## config.mk

```make
export PLATFORM = sky130hd
export DESIGN_NAME = key_event_queue
export DESIGN_NICKNAME = d
export VERILOG_FILES = /design/src/rtl/keyq_pkg.sv /design/src/rtl/keyq_ctrl.sv /design/src/rtl/keyq_store.sv /design/src/rtl/keyq_flags.sv /design/src/rtl/key_event_queue.sv
export SDC_FILE = /design/constraint.sdc
export NUM_CORES = 1
export LEC_CHECK = 0
export ABC_AREA = 1
export BUFFER_PORTS_ARGS = -buffer_cell sky130_fd_sc_hd__buf_2
export CORE_MARGIN = 3
export CORE_UTILIZATION = 55
export CTS_CLUSTER_SIZE = 16
export DETAILED_ROUTE_END_ITERATION = 10
export MAX_ROUTING_LAYER = met4
export PLACE_DENSITY = 0.69
export SLEW_MARGIN = 25
export SYNTH_ARGS = -nofsm -noshare
export SYNTH_HDL_FRONTEND = slang
export SYNTH_SLANG_ARGS = --single-unit
```

## constraint.sdc

```tcl
create_clock -name clk -period 3.8 [get_ports clk]
set_clock_uncertainty 0.1 [all_clocks]
set_input_delay 1.14 -clock clk [delete_from_list [all_inputs] [get_ports clk]]
set_output_delay 1.14 -clock clk [all_outputs]
set_load 0.01 [all_outputs]
```

## src/rtl/keyq_pkg.sv

```systemverilog
package keyq_pkg;
  typedef enum logic [1:0] {
    RQ_NONE = 2'd0,
    RQ_POP  = 2'd1,
    RQ_PEEK = 2'd2
  } rd_kind_e;
endpackage

```

## src/rtl/keyq_ctrl.sv

```systemverilog
module keyq_ctrl #(
  parameter int DEPTH = 16,
  localparam int PTR_W = $clog2(DEPTH),
  localparam int CNT_W = PTR_W + 1
) (
  input  logic             clk,
  input  logic             rst_n,
  input  logic             cfg_clear,
  input  logic             push_req,
  input  logic             suppress,
  input  keyq_pkg::rd_kind_e rd_kind,
  input  logic [CNT_W-1:0] peek_idx,
  output logic             push_ok,
  output logic             ovf_evt,
  output logic             rd_hit,
  output logic [PTR_W-1:0] wr_ptr,
  output logic [PTR_W-1:0] rd_addr,
  output logic             full,
  output logic [CNT_W-1:0] count
);
  import keyq_pkg::*;
  localparam logic [CNT_W-1:0] CNT_FULL = CNT_W'(DEPTH);
  localparam logic [CNT_W-1:0] CNT_ONE  = CNT_W'(1);

  logic [PTR_W-1:0] head_q;
  logic [CNT_W-1:0] cnt_q;
  logic             pop_ok;

  assign full    = (cnt_q == CNT_FULL);
  assign push_ok = push_req & ~full & ~suppress & ~cfg_clear;
  assign ovf_evt = push_req &  full & ~suppress & ~cfg_clear;
  assign pop_ok  = (rd_kind == RQ_POP) & ~cfg_clear & (cnt_q > CNT_ONE);
  assign wr_ptr  = head_q + cnt_q[PTR_W-1:0];
  assign rd_addr = (rd_kind == RQ_POP) ? head_q + PTR_W'(1)
                                       : head_q + peek_idx[PTR_W-1:0];
  assign rd_hit  = pop_ok | ((rd_kind == RQ_PEEK) & ~cfg_clear & (peek_idx < cnt_q));
  assign count   = cnt_q;

  always_ff @(posedge clk) begin
    if (!rst_n || cfg_clear) begin
      head_q <= '0;
      cnt_q  <= '0;
    end else begin
      if (pop_ok) head_q <= head_q + PTR_W'(1);
      case ({push_ok, pop_ok})
        2'b10:   cnt_q <= cnt_q + CNT_ONE;
        2'b01:   cnt_q <= cnt_q - CNT_ONE;
        default: cnt_q <= cnt_q;
      endcase
    end
  end
endmodule

```

## src/rtl/keyq_store.sv

```systemverilog
module keyq_store #(
  parameter int DEPTH = 16,
  parameter int ENT_W = 8,
  localparam int PTR_W = $clog2(DEPTH)
) (
  input  logic             clk,
  input  logic             rst_n,
  input  logic             wr_en,
  input  logic [PTR_W-1:0] wr_ptr,
  input  logic [ENT_W-1:0] wr_data,
  input  logic [PTR_W-1:0] rd_addr,
  output logic [ENT_W-1:0] rd_data
);
  logic [ENT_W-1:0] slot_q [DEPTH];

  for (genvar g = 0; g < DEPTH; g++) begin : g_slot
    always_ff @(posedge clk) begin
      if (!rst_n)                                   slot_q[g] <= '0;
      else if (wr_en && wr_ptr == PTR_W'(g))        slot_q[g] <= wr_data;
    end
  end

  assign rd_data = slot_q[rd_addr];
endmodule

```

## src/rtl/keyq_flags.sv

```systemverilog
module keyq_flags (
  input  logic clk,
  input  logic rst_n,
  input  logic cfg_clear,
  input  logic status_clr,
  input  logic push_ok,
  input  logic ovf_evt,
  output logic kp_event,
  output logic err_flag,
  output logic ovf_err
);
  always_ff @(posedge clk) begin
    if (!rst_n) begin
      kp_event <= 1'b0;
      err_flag <= 1'b0;
      ovf_err  <= 1'b0;
    end else begin
      if (cfg_clear)       kp_event <= 1'b0;
      else if (push_ok)    kp_event <= 1'b1;
      else if (status_clr) kp_event <= 1'b0;

      if (cfg_clear)       err_flag <= 1'b0;
      else if (ovf_evt)    err_flag <= 1'b1;
      else if (status_clr) err_flag <= 1'b0;

      if (ovf_evt) ovf_err <= 1'b1;
    end
  end
endmodule

```

## src/rtl/key_event_queue.sv

```systemverilog
module key_event_queue #(
  parameter int DEPTH  = 16,
  parameter int CODE_W = 7,
  localparam int ENT_W = CODE_W + 1,
  localparam int PTR_W = $clog2(DEPTH),
  localparam int CNT_W = PTR_W + 1
) (
  input  logic              clk,
  input  logic              rst_n,
  input  logic              key_valid,
  output logic              key_ready,
  input  logic [CODE_W-1:0] key_code,
  input  logic              key_press,
  input  logic              rd_req,
  input  logic              rd_peek,
  input  logic [CNT_W-1:0]  rd_index,
  output logic              rd_rsp_valid,
  output logic [ENT_W-1:0]  rd_rsp_data,
  input  logic              cfg_clear,
  input  logic              status_clr,
  output logic [CNT_W-1:0]  count,
  output logic              kp_event,
  output logic              err_flag,
  output logic              ovf_err,
  output logic              irq
);
  import keyq_pkg::*;

  rd_kind_e         rd_kind;
  logic             push_ok, ovf_evt, rd_hit, full, suppress;
  logic [PTR_W-1:0] wr_ptr, rd_addr;
  logic [ENT_W-1:0] mem_rd;

  assign rd_kind   = !rd_req ? RQ_NONE : (rd_peek ? RQ_PEEK : RQ_POP);
  assign suppress  = err_flag & ovf_err;
  assign key_ready = ~full & ~suppress;
  assign irq       = kp_event | err_flag;

  keyq_ctrl #(.DEPTH(DEPTH)) u_ctrl (
    .clk(clk), .rst_n(rst_n), .cfg_clear(cfg_clear), .push_req(key_valid),
    .suppress(suppress), .rd_kind(rd_kind), .peek_idx(rd_index),
    .push_ok(push_ok), .ovf_evt(ovf_evt), .rd_hit(rd_hit), .wr_ptr(wr_ptr),
    .rd_addr(rd_addr), .full(full), .count(count)
  );

  keyq_store #(.DEPTH(DEPTH), .ENT_W(ENT_W)) u_store (
    .clk(clk), .rst_n(rst_n), .wr_en(push_ok), .wr_ptr(wr_ptr),
    .wr_data({key_press, key_code}), .rd_addr(rd_addr), .rd_data(mem_rd)
  );

  keyq_flags u_flags (
    .clk(clk), .rst_n(rst_n), .cfg_clear(cfg_clear), .status_clr(status_clr),
    .push_ok(push_ok), .ovf_evt(ovf_evt), .kp_event(kp_event),
    .err_flag(err_flag), .ovf_err(ovf_err)
  );

  always_ff @(posedge clk) begin
    if (!rst_n) begin
      rd_rsp_valid <= 1'b0;
      rd_rsp_data  <= '0;
    end else begin
      rd_rsp_valid <= (rd_kind != RQ_NONE) & ~cfg_clear;
      rd_rsp_data  <= rd_hit ? mem_rd : '0;
    end
  end
endmodule

```

* Word level (Yosys, flattened, before mapping)
Memories as Yosys holds them, arrays and structs flattened. A register that Yosys moved wholly into a read port is not among the register bits.
Cells that the tools add are included.
** Operators by class
- Bitwise gates (word level) :: 35
- Reductions and logical operators :: 26
- Shifts and indexed selects :: 0
- $add $sub $neg :: 5
- Multiply operators :: 0
- $lt $le $gt $ge :: 2
- Mux-type cells :: 72
- Eq/ne operators :: 20
- Divide/modulo/power cells :: 0
** Operators by type and width (number)
- $mux W8 :: 16
- $mux W1 :: 52
- $eq A4 B4 Y1 const B :: 8
- $or A1 B1 Y1 :: 18
- $eq A4 B3 Y1 const B :: 4
- $logic_and A1 B1 Y1 :: 16
- $and A1 B1 Y1 :: 13
- $pmux W5 S2 :: 1
- $add A4 B4 Y4 :: 2
- $eq A4 B2 Y1 const B :: 2
- $reduce_bool A2 Y1 :: 4
- $add A5 B1 Y5 const B :: 1
- $eq A5 B5 Y1 const B :: 1
- $gt A5 B1 Y1 const B :: 1
- $lt A5 B5 Y1 :: 1
- $sub A5 B1 Y5 const B :: 1
- $add A4 B1 Y4 const B :: 1
- $eq A2 B1 Y1 const B :: 2
- $eq A2 B2 Y1 const B :: 2
- $eq A4 B1 Y1 const B :: 1
- $logic_not A4 Y1 :: 1
- $mux W2 :: 2
- $mux W4 :: 1
- $not A1 Y1 :: 4
- other kinds (4) :: 5
** Word-level totals
- Output and inout bits :: 19
- Bits of input ports :: 20
- Bits in writable memories :: 128
- Register bits after elaboration :: 13
- Bits in read-only memories :: 0
- Logic and storage cells :: 167
- Memories kept :: 1
- Bits in latches :: 0
** Memory list
- u_store.slot_q :: depth 16, width 8, read ports 1, clocked after memory_dff 1, wr ports 16, line keyq_store.sv:14 : logic [ENT_W-1:0] slot_q [DEPTH];

* Depth between registers and ports, before layout
Gate-level depths: netlist of run 1.
- Word-level depth :: 10
- Depth in mapped cells :: 12
- Mapped depth without buffers :: 12

* By module
A second synthesis of run 1 with hierarchy kept.
** Unflattened totals
- Cells, all modules :: 912
- Area total of the unflattened synthesis :: 7659.8 µm²
** Modules (own cells, without submodules)
- keyq_store :: times used 1, cells an instance 723, area an instance 6277.3 µm²
- keyq_ctrl :: times used 1, cells an instance 140, area an instance 991.0 µm²
- key_event_queue :: times used 1, cells an instance 36, area an instance 287.8 µm²
- keyq_flags :: times used 1, cells an instance 13, area an instance 103.8 µm²

* Worst setup path before layout of run 1
OpenSTA, ideal clock, no wires.
- Path type :: register -> register
- Start point :: reg u_ctrl.cnt_q[0] (netlist: u_ctrl.count[0])
- End point :: mem u_store.slot_q[0][0] (enable)
- Path slack :: 630 ps
- Cell stages (with the launch flop) :: 8
- Arrival time :: 2686 ps
- Library setup time :: 384 ps
- Buffers on the path :: 0
- Clock period less this slack :: 3170 ps
- Path through :: dfxtp_1 -> ha_1 -> fa_1 -> xnor2_4 -> inv_1 -> nor2_2 -> inv_1 -> o21ai_0
** RTL lines
- start, declared :: line keyq_ctrl.sv:26 : logic [CNT_W-1:0] cnt_q;
- start signal, assigned :: line keyq_ctrl.sv:46 : 2'b10: cnt_q <= cnt_q + CNT_ONE;
- start signal, assigned :: line keyq_ctrl.sv:47 : 2'b01: cnt_q <= cnt_q - CNT_ONE;
- start signal, assigned :: line keyq_ctrl.sv:48 : default: cnt_q <= cnt_q;
- end, declared :: line keyq_store.sv:14

* Worst setup path after layout of run 1
- Start point :: reg u_ctrl.cnt_q[1] (netlist: u_ctrl.count[1])
- End point :: out key_ready
** On the way
- Word-level cells in the longest chain between the ends :: 3
** RTL lines
- $eq A5 B5 Y1 :: line keyq_ctrl.sv:29 : assign full = (cnt_q == CNT_FULL);
- $not A1 Y1 :: line key_event_queue.sv:36 : assign key_ready = ~full & ~suppress;
- $and A1 B1 Y1 :: line key_event_queue.sv:36
- end, declared :: line key_event_queue.sv:11 : output logic key_ready,
Every way passes these cells.

==> flow_summary.json, run 1 <==
{
  "finalHoldViolations": 0,
  "vias": 6324,
  "cts_inserted_buffers": 17,
  "cts.clk_slew.worst_paths_ns": 0.06,
  "avgRoutedWirePerCell_um": 19.2,
  "floorplan.die_area_um2": 15900,
  "grt_first_pass_wirelength_um": 34300,
  "net-switching-power_mw": 1.01,
  "yosysUniqueCellTypes": 33,
  "p_int_mw": 3.11,
  "clock_tree.root_cell": "clkbuf_16",
  "drtAntennaViolNets": 0,
  "share_comb_of_total_power": 0.102,
  "critical-path-top-delay-family": "flip-flops",
  "synth_top_area_cell": "edfxtp_1",
  "final.fill_count": 1194,
  "ys_warn_count": 0,
  "dp_hpwl_um": 14700,
  "num_rows": 43,
  "area_growth_pct": 14.3,
  "layout.core_utilization": 0.650,
  "holdCritPathClass": "reg2reg",
  "slew_headroom": 0.399,
  "first_pass_iters": 5,
  "asyncSetResetFlopFracSynth": 0,
  "worst_path_max_delay_cell": "dfxtp_1",
  "postSynthAreaPerCell_um2": 8.96,
  "gpl.final_weighted_congestion": 0.986,
  "die_width_um": 126,
  "timing.reg2reg.worst_path_depth": 9,
  "status": "complete, no violations",
  "reg2reg_setup_slack_ns": 0.88,
  "ir_drop_v": 0.000324,
  "swShare": 0.246,
  "finalCriticalPeriod_ns": 2.97,
  "cts_hold_buffers": 0,
  "worst_hold_path_endpoint": "u_flags.kp_event",
  "synth_seq_area_share": 0.536,
  "grt-ovfl-total": 0,
  "clock_sinks": 149,
  "power.leakage_nw": 4.05,
  "placed_cells_incl_taps": 1098,
  "timing.setup.critical_path_class": "reg2out",
  "setup_viol": 0,
  "drive_gt1_frac": 0.149,
  "ctsLongestPathBuffers": 2,
  "synth.top_cells.by_area": "edfxtp_1, nand3_1, inv_1, nor2_1, nand2_1",
  "synth_edf_count": 128,
  "worstPathCellList": "inv_1, ha_1, nand3_2, and2_4, buf_2",
  "worst_ep_required_time_ns": 2.56,
  "post_cts.resized_instances": 0,
  "timing.critical_path.arrival_ns": 1.73,
  "portion_of_total_power_attributed_to_sequential_cells": 0.447,
  "timing.final.max_slew_violations": 0,
  "crit_buf_inv": 2,
  "post_cts.repair.setup_buffers": 0,
  "min-delay-start": "u_flags.kp_event",
  "worst_hold_slack_ns": 0.392,
  "regToRegStartpoint": "u_ctrl.count[0]",
  "routed_wl_um": 21700,
  "grt_max_degree": 57,
  "area_post_placement_um2": 8440,
  "placement.io_buffers": 38,
  "maxCapViolCount": 0,
  "ys_seq_elements": 149,
  "worstHoldPathCells": 2,
  "ys.flop_type": "edfxtp_1",
  "max_freq_mhz": 337,
  "via_per_inst": 5.60,
  "critical_path.reg2reg.endpoint": "u_store.slot_q[1][5]",
  "clock_power_share": 0.451,
  "crit_fanout": 7,
  "final_net_count": 975,
  "synth_nets": 925,
  "top_level_ports": 39,
  "netlist_instances": 887,
  "crit_path_end_kind": "output port",
  "grt_util_all_layers": 0.295,
  "initial_utilization": 0.568,
  "first_global_vias": 6144,
  "grt_setup_unrepaired": "no",
  "n_diodes": 0,
  "tritoncts": "done",
  "critical_path.max_stage_delay_ns": 0.52,
  "die_height_um": 126,
  "post-route-period-util": 0.782,
  "placeable_core_region_um2": 14000,
  "startpoint_type": "register",
  "clock_insertion_delay_worst_skew_ns": 0.43,
  "htree_num_levels": 4,
  "fin_area_um2": 9090,
  "number_of_antenna_violations_at_the_first_check_in_global_routing": 0,
  "p_per_area_nw_per_um2": 454,
  "final-instance-count-excl-fill": 1130,
  "setup_tns_ns": 0,
  "mappedNetlistArea_um2": 7950,
  "drt_drc_violations_left": 0,
  "synth_largest_type_area_fraction": 0.484,
  "number_of_drc_violations_after_detailed_routing_iteration_0": 721,
  "worst_slew_pin_slew_ns": 0.901
}
-- placed cells by master (no fill, tap or decap), types with 3 or more instances in the layout --
cell type  Yosys  routed
nand2_1      113     113
ha_1          16      16
edfxtp_1     128     128
inv_2          8       8
nand3_1      162     162
o21ai_0       22      22
buf_2         15      38
clkinv_4       0       5
a21oi_1       20      20
nand3_4       17      17
nor2_1       143     143
dfxtp_1       21      21
nor3_4         4       4
xor2_1         5       5
inv_1        160     160
clkbuf_16      0      17
bufinv_16      0       5
nor2_2         3       3
buf_4          2      29
o21ai_1        9       7
-- cell families (layout without fill, tap and decap cells) --
group           after synthesis  count (layout)  synth area share
simple gates                452             452             0.283
xor+xnor                     10              10            0.0153
compound gates               54              54            0.0349
flops                       149             149             0.536
fa+ha+maj                    18              18            0.0302
buf+inv                     204             267            0.0996
-- sequential cells by signal, indices dropped and copies added (netlist names) --
signal / flops
u_ctrl.head_q: 4
rd_rsp_valid: 1
u_store.slot_q: 128
u_flags.ovf_err: 1
u_ctrl.count: 5
u_flags.kp_event: 1
u_flags.err_flag: 1
rd_rsp_data: 8
-- layer usage --
layer,wire (um),GRT usage,share of wire
met1,8490,0.383,0.39
met2,10500,0.460,0.48
met3,2050,0.0581,0.094
met4,719,0.115,0.033
met5,0,-,0
-- worst max-delay path by stage --
stage / startpoint / end / slack (ns) / cells after the start
5_1_grt: u_ctrl.count[1] / key_ready / 0.70 / 5
6_report: u_ctrl.count[1] / key_ready / 0.83 / 5
3_5_place_dp: rd_index[0] / rd_rsp_data[4] / 0.48 / 10
3_3_place_gp: rd_index[0] / rd_rsp_data[3] / 0.54 / 10
4_1_cts: u_ctrl.count[1] / key_ready / 0.81 / 5
2_1_floorplan: u_ctrl.count[0] / u_store.slot_q[0][0] / 0.63 / 7
-- power by group through the flow --
stage	Sequential [mW]	Clock, mW	Combinational [mW]
3_5_place_dp	1.88	0	0.411
3_3_place_gp	1.88	0	0.405
4_1_cts	1.85	1.88	0.414
2_1_floorplan	1.87	0	0.268
5_1_grt	1.85	1.95	0.463
6_report	1.85	1.86	0.419
-- synth_stat cells (all sizes together), types with 3 or more instances --
cell,instances
o21ai,31
nor2,149
ha,16
clkbuf,18
dfxtp,21
nor3,5
inv,168
xnor2,3
a21oi,20
edfxtp,128
nand3,180
nand2,114
xor2,7
buf,18
-- worst register-to-register path: cells and delay by family (launching register included) --
family,cells,cell delay [ns]
buf+inv,4,0.66
xor+xnor,1,0.29
compound gates,1,0.27
fa+ha+maj,2,0.74
simple gates,1,0.17
flops,1,0.41
-- cell type report --
class	instances	area, um2	area share
Inverter	168	631	0.0694
Clock inverter	15	228	0.0251
Tap cell	180	225	0.0248
Timing Repair Buffer	67	408	0.0449
Clock buffer	17	425	0.0468
Sequential cell	149	4260	0.469
Multi-Input combinational cell	534	2910	0.320
-- per-stage QoR --
stage	worst slack, ns	total power, mW
2_1_floorplan	0.630	2.14
5_1_grt	0.699	4.26
3_5_place_dp	0.479	2.29
3_3_place_gp	0.543	2.28
6_report	0.830	4.13
4_1_cts	0.814	4.14
No activity file was read; power rests on OpenSTA's default activity.
==> run 2, diff against run 1 <==
Clock period 3.8 ns to 3 ns, I/O delays scaled along.
==> run 2 against run 1 <==
First-iteration DRC count up 18%; cell count up 1.2%; sequential share of layout area down 0.48 points; clock power up 15%; sequential cell count unchanged; global-route usage down 1.4 points; highest routed layer unchanged; count of clock-buffer cells in the layout up 5; sequential power up 26%; cell area up 1.0%; critical path depth unchanged; critical endpoint unchanged; routed wire length down 4.3%.
==> flow_summary.json, run 2 (synthesized netlist as in run 1, its figures left out) <==
{
  "timing.setup.critical_path_class": "reg2out",
  "clock_tree.root_cell": "clkbuf_16",
  "final.fill_count": 1168,
  "dp_hpwl_um": 14500,
  "grt_util_all_layers": 0.281,
  "num_rows": 43,
  "grt_first_pass_wirelength_um": 33600,
  "routed_wl_um": 20800,
  "startpoint_type": "register",
  "power.leakage_nw": 4.11,
  "area_growth_pct": 15.5,
  "finalCriticalPeriod_ns": 2.69,
  "crit_path_end_kind": "output port",
  "clock_insertion_delay_worst_skew_ns": 0.42,
  "cts_inserted_buffers": 17,
  "post_cts.resized_instances": 0,
  "post-route-period-util": 0.897,
  "cts_hold_buffers": 0,
  "p_int_mw": 3.81,
  "setup_viol": 0,
  "layout.core_utilization": 0.656,
  "reg2reg_setup_slack_ns": 0.31,
  "drtAntennaViolNets": 0,
  "critical-path-top-delay-family": "flip-flops",
  "layout_setup_ws_ns": 0.308,
  "portion_of_total_power_attributed_to_sequential_cells": 0.466,
  "swShare": 0.240,
  "crit_buf_inv": 2,
  "leading_cell_types_in_the_layout_fill_and_taps_excluded": "nand3_1, inv_1, nor2_1",
  "detailedPlace.worstSlack_ns": 0.121,
  "grt_most_used_layer": "met2",
  "clock_power_share": 0.424,
  "worst_ep_required_time_ns": 2.00,
  "net-switching-power_mw": 1.21,
  "post_cts.repair.setup_buffers": 0,
  "n_diodes": 0,
  "grt_setup_unrepaired": "no",
  "worstPathCellList": "inv_1, ha_1, nand3_2, and2_4, buf_2",
  "crit_fanout": 7,
  "share_comb_of_total_power": 0.110,
  "final_net_count": 989,
  "global_route_met3_utilization": 0.0547,
  "die_height_um": 126,
  "via_per_inst": 5.68,
  "clock_sinks": 149,
  "placeable_core_region_um2": 14000,
  "grt.met2_usage": 0.433,
  "number_of_drc_violations_after_detailed_routing_iteration_0": 850,
  "finalHoldViolations": 0,
  "grt_max_degree": 57,
  "max_freq_mhz": 371,
  "regMostFlops": "u_store.slot_q",
  "ir_drop_v": 0.000379,
  "critical_path.max_stage_delay_ns": 0.50,
  "setup_tns_ns": 0,
  "timing.final.max_slew_violations": 0,
  "largest_reg_flops": 128,
  "first_pass_iters": 5,
  "worst_slew_pin_slew_ns": 0.837,
  "groute.layer.met1.usage": 0.378,
  "tritoncts": "done",
  "layout.cells.most_common": "nand3_1",
  "grt-ovfl-total": 0,
  "ctsLongestPathBuffers": 2,
  "initial_utilization": 0.568,
  "cts.clk_slew.worst_paths_ns": 0.06,
  "floorplan.die_area_um2": 15900,
  "drt_drc_violations_left": 0,
  "top_level_ports": 39,
  "timing.critical_path.arrival_ns": 1.69,
  "p_per_area_nw_per_um2": 546,
  "drive_gt1_frac": 0.157,
  "placement.io_buffers": 38,
  "slew_headroom": 0.441,
  "status": "complete, no violations",
  "fin_total_pwr_mw": 5.02,
  "final-instance-count-excl-fill": 1144,
  "avgRoutedWirePerCell_um": 18.2,
  "die_width_um": 126,
  "htree_num_levels": 4,
  "first_global_vias": 6354,
  "gpl.final_weighted_congestion": 0.933,
  "maxCapViolCount": 0,
  "vias": 6496,
  "worst_path_max_delay_cell": "dfxtp_1",
  "placed_cells_incl_taps": 1112,
  "holdCritPathClass": "reg2reg",
  "number_of_antenna_violations_at_the_first_check_in_global_routing": 0
}
## run 2: cell count changes in the layout (fill, tap and decap cells not counted), sizes merged
cell,delta
clkbuf,+5
inv,-2
buf,+14
clkinv,-1
bufinv,-2
## run 2: area by class of cell
cell class | count | area (um2) | share of cell area
sequential | 149 | 4260 | 0.464
clock inverter | 10 | 133 | 0.0144
tap | 180 | 225 | 0.0245
multi-input combinational | 534 | 2900 | 0.316
timing repair buffer | 81 | 576 | 0.0627
clock buffer | 22 | 454 | 0.0495
inverter | 168 | 631 | 0.0687
## run 2: worst paths after layout
| check | from | to | cells after the start |
|---|---|---|---|
| hold reg to reg | u_flags.kp_event | u_flags.kp_event | 2 |
| setup reg to reg | u_ctrl.head_q[0] | u_store.slot_q[10][0] | 8 |
| setup / recovery | u_ctrl.count[1] | key_ready | 5 |
| hold / removal | u_flags.kp_event | u_flags.kp_event | 2 |
## run 2: tightest hold or removal path: stages (launching register included)
cell     delay [ns]
dfxtp_1        0.31
nand2_1        0.06
a21oi_1        0.05
## run 2: power by group through the flow
stage                     Clock [mW]  Sequential [mW]  Combinational (mW)
after floorplan                    0             2.37               0.339
after global placement             0             2.38               0.537
after detailed placement           0             2.38               0.542
after CTS                       2.16             2.34               0.545
after global routing            2.25             2.34               0.602
final                           2.13             2.34               0.551
## run 2: per-stage QoR
stage	hold WS, ns	cell area [um2]
floorplan	0.394	7950
global placement	0.363	8600
global route	0.408	9180
detailed placement	0.374	8600
CTS	0.382	9180
finish	0.374	9180
## run 2: routing by layer
layer / vias to the layer above / part of all wire
li1: 3002 / -
met1: 3143 / 0.42
met2: 307 / 0.48
met3: 44 / 0.076
met4: 0 / 0.022
met5: - / 0
==> run 3, diff against run 2 <==
Settings changed: ABC_AREA 1 to default.
==> run 3 against run 2 <==
Via count down 23%; global-route usage decreased by 2.8 points; non-clock buffer count fell by 5; clock power fell by 8%; count of clock-buffer cells in the layout down 3; register-to-register slack got worse by 0.09 ns; sequential power about the same; cell area decreased by 9.4%; critical path depth rose by 3; cell count decreased by 25%; synthesized cell count shrank 32%; largest cell class unchanged.
==> flow_summary.json, run 3 <==
{
  "drt_drc_violations_left": 0,
  "clock_sinks": 149,
  "leading_cell_types_in_the_layout_fill_and_taps_excluded": "nor2_1, edfxtp_1, mux2i_1",
  "synth.top_cells.by_area": "edfxtp_1, mux2i_1, nor2_1, dfxtp_1, ha_1",
  "ys_warn_count": 0,
  "ys_seq_elements": 149,
  "ir_drop_v": 0.000339,
  "max_freq_mhz": 352,
  "grt_util_all_layers": 0.253,
  "n_diodes": 0,
  "timing.setup.critical_path_class": "in2reg",
  "num_rows": 41,
  "die_width_um": 120,
  "finalCriticalPeriod_ns": 2.84,
  "synth-compound-area-share": 0.0613,
  "crit_path_end_kind": "register",
  "crit_fanout": 8,
  "synth.most_common_cell": "nor2_1",
  "clock_insertion_delay_worst_skew_ns": 0.42,
  "yosys-top-cells-count": "nor2_1, edfxtp_1, mux2i_1, nand2_1, dfxtp_1",
  "cts.clk_slew.worst_paths_ns": 0.06,
  "ctsLongestPathBuffers": 2,
  "synth_simple_gate_area_share": 0.129,
  "grt_first_pass_wirelength_um": 26400,
  "vias": 4972,
  "floorplan.die_area_um2": 14500,
  "netlist_instances": 601,
  "synth_edf_count": 128,
  "placement.io_buffers": 38,
  "tritoncts": "done",
  "number_of_drc_violations_after_detailed_routing_iteration_0": 470,
  "avgRoutedWirePerCell_um": 20.3,
  "yosysUniqueCellTypes": 45,
  "synth_largest_type_area_fraction": 0.533,
  "final.fill_count": 1001,
  "cts_inserted_buffers": 17,
  "first_pass_iters": 5,
  "setup_tns_ns": 0,
  "via_per_inst": 5.83,
  "gpl.final_weighted_congestion": 0.901,
  "top_level_ports": 39,
  "final_net_count": 706,
  "maxCapViolCount": 0,
  "grt_max_degree": 27,
  "largest_reg_flops": 128,
  "worst_ep_required_time_ns": 3.17,
  "post_cts.resized_instances": 0,
  "timing.critical_path.arrival_ns": 3.01,
  "drive_gt1_frac": 0.175,
  "setup_viol": 0,
  "worst_slew_pin_slew_ns": 0.727,
  "clock_power_share": 0.417,
  "ys.flop_type": "edfxtp_1",
  "p_int_mw": 3.63,
  "dp_hpwl_um": 12500,
  "synth_nets": 639,
  "finalHoldViolations": 0,
  "area_growth_pct": 15.4,
  "synth_top_area_cell": "edfxtp_1",
  "timing.final.max_slew_violations": 0,
  "drtAntennaViolNets": 0,
  "swShare": 0.226,
  "routed_wl_um": 17300,
  "grt-ovfl-total": 0,
  "p_per_area_nw_per_um2": 563,
  "yosys.area_share.adder": 0.0333,
  "asyncSetResetFlopFracSynth": 0,
  "postSynthAreaPerCell_um2": 12.0,
  "htree_num_levels": 4,
  "number_of_antenna_violations_at_the_first_check_in_global_routing": 0,
  "synth_seq_area_share": 0.592,
  "clock_tree.root_cell": "clkbuf_16",
  "startpoint_type": "input port",
  "first_global_vias": 4893,
  "slew_headroom": 0.512,
  "regMostFlops": "u_store.slot_q",
  "net-switching-power_mw": 1.06,
  "initial_utilization": 0.567,
  "yosys-mux-area-fraction": 0.134,
  "holdCritPathClass": "reg2reg",
  "power.leakage_nw": 3.39,
  "status": "complete, no violations",
  "portion_of_total_power_attributed_to_sequential_cells": 0.497,
  "layout.cells.most_common": "nor2_1",
  "grt_setup_unrepaired": "no",
  "post-route-period-util": 0.947,
  "fin_total_pwr_mw": 4.69,
  "placeable_core_region_um2": 12700,
  "share_comb_of_total_power": 0.085,
  "yosys.area_share.xor_xnor": 0.0168,
  "mappedNetlistArea_um2": 7210,
  "synth_top_family_by_area": "multiplexers",
  "die_height_um": 120,
  "post_cts.repair.setup_buffers": 0,
  "cts_hold_buffers": 0
}
run 3: kinds of logic after synthesis:
family,after synthesis
buffers and inverters,38
and+or+nand+nor,218
AOI/OAI and AO/OA,70
adders and majority gates,18
DFF,149
xor gates and xnor gates,13
muxes,95
run 3: layer usage:
layer / global-route usage / vias up / wire length [um]
met3: 0.0524 / 43 / 1300
met4: 0.0977 / 0 / 456
met2: 0.415 / 225 / 8660
met5: - / - / 0
li1: - / 2284 / -
met1: 0.312 / 2420 / 6870
run 3: critical path, cell delays in order:
cell and delay (ns):
buf_2 0.11, ha_1 0.24, fa_1 0.52, mux2_2 0.30
nor2_1 0.47, a22oi_1 0.18, a21oi_1 0.21, a211oi_1 0.07
run 3: path summary, 6_finish.rpt:
path / start / end / slack (ns) / cells past startpoint
max: rd_index[0] / rd_rsp_data[0] / 0.16 / 8
min: u_flags.kp_event / u_flags.kp_event / 0.40 / 2
max reg2reg: u_ctrl.head_q[0] / rd_rsp_data[0] / 0.22 / 7
min reg2reg: u_flags.kp_event / u_flags.kp_event / 0.40 / 2
run 3: per-stage QoR:
stage / cells / cell area [um2] / setup slack, ns / utilization / hold WS [ns]
6_report: 853 / 8320 / 0.160 / 0.654 / 0.398
4_1_cts: 853 / 8320 / 0.237 / 0.654 / 0.401
5_1_grt: 853 / 8320 / 0.0585 / 0.654 / 0.429
3_3_place_gp: 821 / 7770 / -0.122 / 0.611 / 0.373
3_5_place_dp: 821 / 7770 / -0.206 / 0.611 / 0.391
2_1_floorplan: 601 / 7210 / 0.0656 / - / 0.400
run 3: layout make-up:
| cell class | count | area, um2 | share of cell area |
|---|---|---|---|
| Timing Repair Buffer | 76 | 538 | 0.0647 |
| Inverter | 10 | 37.5 | 0.00451 |
| Multi-Input combinational cell | 414 | 2710 | 0.326 |
| Clock inverter | 13 | 110 | 0.0132 |
| Tap cell | 172 | 215 | 0.0259 |
| Clock buffer | 19 | 443 | 0.0532 |
| Sequential cell | 149 | 4260 | 0.512 |
run 3: power by group through the flow:
| stage | combinational [mW] | clock [mW] | sequential (mW) |
|---|---|---|---|
| 6_report | 0.400 | 1.96 | 2.33 |
| 5_1_grt | 0.426 | 2.06 | 2.34 |
| 4_1_cts | 0.398 | 1.98 | 2.33 |
| 3_5_place_dp | 0.396 | 0 | 2.37 |
| 3_3_place_gp | 0.386 | 0 | 2.37 |
| 2_1_floorplan | 0.260 | 0 | 2.37 |
